File: src/rtl/port_dir_ctrl.sv
module port_dir_ctrl #(
  parameter int W = 8
) (
  input  logic         clk,
  input  logic         rst_n,
  input  logic         bus_sel,
  input  logic         bus_we,
  input  logic [W-1:0] bus_wdata,
  output logic [W-1:0] bus_rdata,
  input  logic [W-1:0] lcd_en,
  input  logic         iic_route,
  input  logic         iic_en,
  input  logic [1:0]   iic_dir,
  input  logic         spi_route,
  input  logic         spi_en,
  input  logic [3:0]   spi_dir,
  input  logic         clkout_en,
  input  logic [W-1:0] pin_in,
  output logic [W-1:0] pin_out,
  output logic [W-1:0] pin_oe,
  output logic [W-1:0] pin_ie
);

  logic [W-1:0] dir_q, data_q, sync1_q, sync2_q;
  logic [W-1:0] eff_dir;
  logic         iic_on, spi_on;

  assign iic_on = iic_route & iic_en;
  assign spi_on = spi_route & spi_en;

  always_ff @(posedge clk) begin
    if (!rst_n) begin
      dir_q   <= '0;
      data_q  <= '0;
      sync1_q <= '0;
      sync2_q <= '0;
    end else begin
      if (bus_we && bus_sel)  dir_q  <= bus_wdata;
      if (bus_we && !bus_sel) data_q <= bus_wdata;
      sync1_q <= pin_in;
      sync2_q <= sync1_q;
    end
  end

  always_comb begin
    eff_dir = dir_q;
    eff_dir[0] = iic_on ? iic_dir[0] : (spi_on ? spi_dir[0] : dir_q[0]);
    eff_dir[1] = spi_on ? spi_dir[1] : dir_q[1];
    eff_dir[2] = spi_on ? spi_dir[2] : (clkout_en ? 1'b1 : dir_q[2]);
    eff_dir[3] = iic_on ? iic_dir[1] : (spi_on ? spi_dir[3] : dir_q[3]);
  end

  assign pin_out   = data_q;
  assign pin_oe    = eff_dir & ~lcd_en;
  assign pin_ie    = ~lcd_en;
  assign bus_rdata = bus_sel ? dir_q
                   : ~lcd_en & ((eff_dir & data_q) | (~eff_dir & sync2_q));

  logic [1:0] live_cnt;
  always_ff @(posedge clk) begin
    if (!rst_n) live_cnt <= '0;
    else if (live_cnt != 2'd3) live_cnt <= live_cnt + 2'd1;
  end

  a_r1_reset_clear: assert property (@(posedge clk)
    !rst_n |=> (dir_q == '0 && data_q == '0 && sync2_q == '0));

  a_r2_dir_write: assert property (@(posedge clk) disable iff (!rst_n)
    (bus_we && bus_sel) |=> (dir_q == $past(bus_wdata)));

  a_r7_clkout_force: assert property (@(posedge clk) disable iff (!rst_n)
    (clkout_en && !lcd_en[2] && !spi_on) |-> pin_oe[2]);

  a_r9_sync_delay: assert property (@(posedge clk) disable iff (!rst_n)
    (live_cnt >= 2'd2 && !bus_sel && !lcd_en[7] && !dir_q[7])
      |-> (bus_rdata[7] == $past(pin_in[7], 2)));

  for (genvar i = 0; i < W; i++) begin : g_lcd
    a_r3_lcd_off: assert property (@(posedge clk) disable iff (!rst_n)
      lcd_en[i] |-> (!pin_oe[i] && !pin_ie[i] && (bus_sel || !bus_rdata[i])));
  end

endmodule

File: config.mk
export PLATFORM = sky130hd
export DESIGN_NAME = port_dir_ctrl
export DESIGN_NICKNAME = d
export VERILOG_FILES = /design/src/rtl/port_dir_ctrl.sv
export SDC_FILE = /design/constraint.sdc
export NUM_CORES = 1
export LEC_CHECK = 0
export BUFFER_PORTS_ARGS = -buffer_cell sky130_fd_sc_hd__buf_4
export CORE_AREA = 2 2 63 65
export DETAILED_ROUTE_END_ITERATION = 7
export DIE_AREA = 0 0 65 67
export GPL_TIMING_DRIVEN = 0
export PLACE_DENSITY = 0.73
export REMOVE_ABC_BUFFERS = 1
export SYNTH_ARGS = -nofsm -noshare
export SYNTH_HDL_FRONTEND = slang
export SYNTH_SLANG_ARGS = --single-unit
File: constraint.sdc
create_clock -name clk -period 0.91 [get_ports clk]
set_input_delay 0.1365 -clock clk [delete_from_list [all_inputs] [get_ports clk]]
set_output_delay 0.1365 -clock clk [all_outputs]
set_load 0.005 [all_outputs]
==> results_dict.tcl <==
set metrics [dict create \
    area_delta_synth_final_pct 53.1 \
    setup_violations 17 \
    grt_start_max_net_pins 33 \
    fp-row-count 22 \
    min_period_ns 1.43 \
    syn-cell-area_um2 1460 \
    path_cells "a21boi_1 > o31a_1 > o211ai_1 > buf_4" \
    period_share_pct 157 \
    grt_usage_pct 16.7 \
    relSlewSlack_pct 76.6 \
    min_path_type "in -> reg" \
    overflow 0 \
    post-route-util_pct 61.9 \
    drc_errors 0 \
    worst-endpoint-required_ns 0.77 \
    io_buffers 70 \
    diodes 0 \
    start_util_pct 40.4 \
    cts-root-buf "clkbuf_8" \
    cp_data_arrival_time_ns 1.30 \
    ys_seq_area_share_pct 43.9 \
    max_freq_mhz 698 \
    die_area_um2 4360 \
    cellLeakagePower_nw 1.01 \
    layout_commonest_cell "buf_4" \
    setup_slack_ns -0.522 \
    synth_area_per_cell_um2 8.63 \
    yosysTopAreaCell "dfxtp_1" \
    totalPowerFinal_mw 3.20 \
    via_per_inst 4.84 \
    drv_slew 0 \
    status "finished with violations" \
    num_vias 1417 \
    io_pins 71 \
    cts_tree "yes" \
    cp-start-kind "flip-flop" \
    critPathKind "reg -> out" \
    antenna_left 0 \
    critPathMaxFanout 3 \
    dp_slack_ns -0.758 \
    place_area_um2 2000 \
    critPathSlowestCell "dfxtp_2" \
    final_cell_mix "buf_4 (74), and2_1 (21), dfxtp_2 (16), dfxtp_1 (16), nand2_1 (15)" \
    h-tree-depth 2 \
    core_um2 3610 \
    cellPowerDensity_nw_per_um2 1430 \
    end_kind "output pin" \
    layout-drive-gt1-share_pct 46.1 \
    yosys_warnings 0 \
    cts_made_buffers 5 \
    clk_latency_ns 0.27 \
    ys_top_cells_by_area "dfxtp_1 (44%), and2_1 (9.0%), mux2i_1 (6.2%)" \
    grt_first_pass_wirelength_um 5620 \
    cts.sinks 32 \
    ctsHoldBuffers 0 \
    die_w_um 65 \
    critical_path.top_delay_family "compound AO/OA/AOI/OAI gates" \
    synth_cell_types 28 \
    drt_iter0_drc 38 \
    clk_pin_slew_ns 0.06 \
    rsz0062_at_grt "true" \
    clock_skew_ns 0.00314 \
    hpwl_um 2330 \
    nets 284 \
    violations "setup timing" \
    die_y_um 67 \
    fin_area_um2 2230 \
    tightest_slew_ns 0.351 \
    yosysTopAreaCellShare_pct 43.9 \
    multi_input_area_um2 776 \
    synthCells 169 \
    seqCellArea_um2 661 \
    maxCapViolCount 0 \
    fillers 328 \
    clk_path_buf_depth 2 \
    crit_buf_inv 1 \
    setup-tns-final_ns -4.53 \
    dr.pass1.iters 4 \
    ys_seq_elements 32 \
    wl_um 3380 \
    routedWlPerCell_um 11.5 \
    antenna_found_initial 0 \
    grt_pass1_vias 1267 \
    routabilityCongestion 0.724 \
    max_stage_delay_ns 0.33 \
    report.final.hold_viol_count 0 \
    vdd_drop_max_uv 866 \
]
-- flip-flops by register name, indices dropped and copies added (netlist names) --
signal,count
sync2_q,8
sync1_q,8
dir_q,8
pin_out,8
-- metrics by stage --
| step | std cells | hold WS (ns) |
|---|---|---|
| after CTS | 290 | 0.0550 |
| after floorplan | 161 | 0.258 |
| after global placement | 279 | 0.342 |
| final | 293 | 0.0555 |
| after detailed placement | 279 | 0.342 |
| after global routing | 293 | 0.0568 |
-- worst paths after layout --
check,start,to,slack [ns],cells past startpoint
hold reg to reg,sync1_q[4],sync2_q[4],0.43,1
setup / recovery,dir_q[0],bus_rdata[0],-0.52,4
setup reg to reg,dir_q[6],dir_q[6],0.10,4
hold / removal,pin_in[0],sync1_q[0],0.06,2
-- final cells by class --
type                    count  share of cell area (%)
inverters                  11                    1.85
flip-flops and latches     32                    29.6
well taps                  48                    2.69
repair buffers             77                    26.8
clock buffers               7                    4.32
multi-input cells         118                    34.8
-- worst register-to-register path, delay by kind of cell, from the launching register on --
| family | cells | cell delay (ns) |
|---|---|---|
| AO/OA/AOI/OAI | 1 | 0.08 |
| AND/OR/NAND/NOR | 1 | 0.05 |
| buffers and inverters | 2 | 0.25 |
| flip-flops | 1 | 0.33 |
-- where the power goes --
| part | switching, mW | internal [mW] | leakage [nW] | total (mW) |
|---|---|---|---|---|
| sequential | 0.0352 | 1.47 | 0.270 | 1.51 |
| combinational | 0.219 | 0.319 | 0.686 | 0.538 |
| clock | 0.478 | 0.672 | 0.0503 | 1.15 |
| total | 0.733 | 2.47 | 1.01 | 3.20 |
-- cell families after synthesis --
family	after synthesis	share of synthesized area, %
AOI/OAI and AO/OA	28	14.4
buffers and inverters	19	5.66
DFF	32	43.9
muxes	9	6.18
and+or+nand+nor	81	29.8
-- timing repair --
| item | CTS | global route |
|---|---|---|
| pin swaps | 14 | 6 |
| setup endpoints to repair | 24 | 23 |
| gates resized for setup | 24 | 14 |
| buffers inserted | 4 | 4 |
-- layer usage --
layer | track usage (%) | part of all wire [%]
met1 | 19.2 | 42
met2 | 29.8 | 51
met3 | 4.39 | 6.0
met4 | 5.59 | 1.2
met5 | 0 | 0
-- synth_stat cells, drive strengths merged --
master   number
dfxtp        32
and2         21
nand2        16
nand3        13
inv          11
a21boi       10
nor2         10
nor2b        10
mux2i         9
buf           5
a21oi         4
nor3b         4
and3          3
clkbuf        3
o21ai         3
o311ai        3
nand2b        2
nand3b        2
o211ai        2
o31a          2
a2111oi       1
a21o          1
a221o         1
o2bb2ai       1
Note: power is estimated with default switching activity, not from simulation.
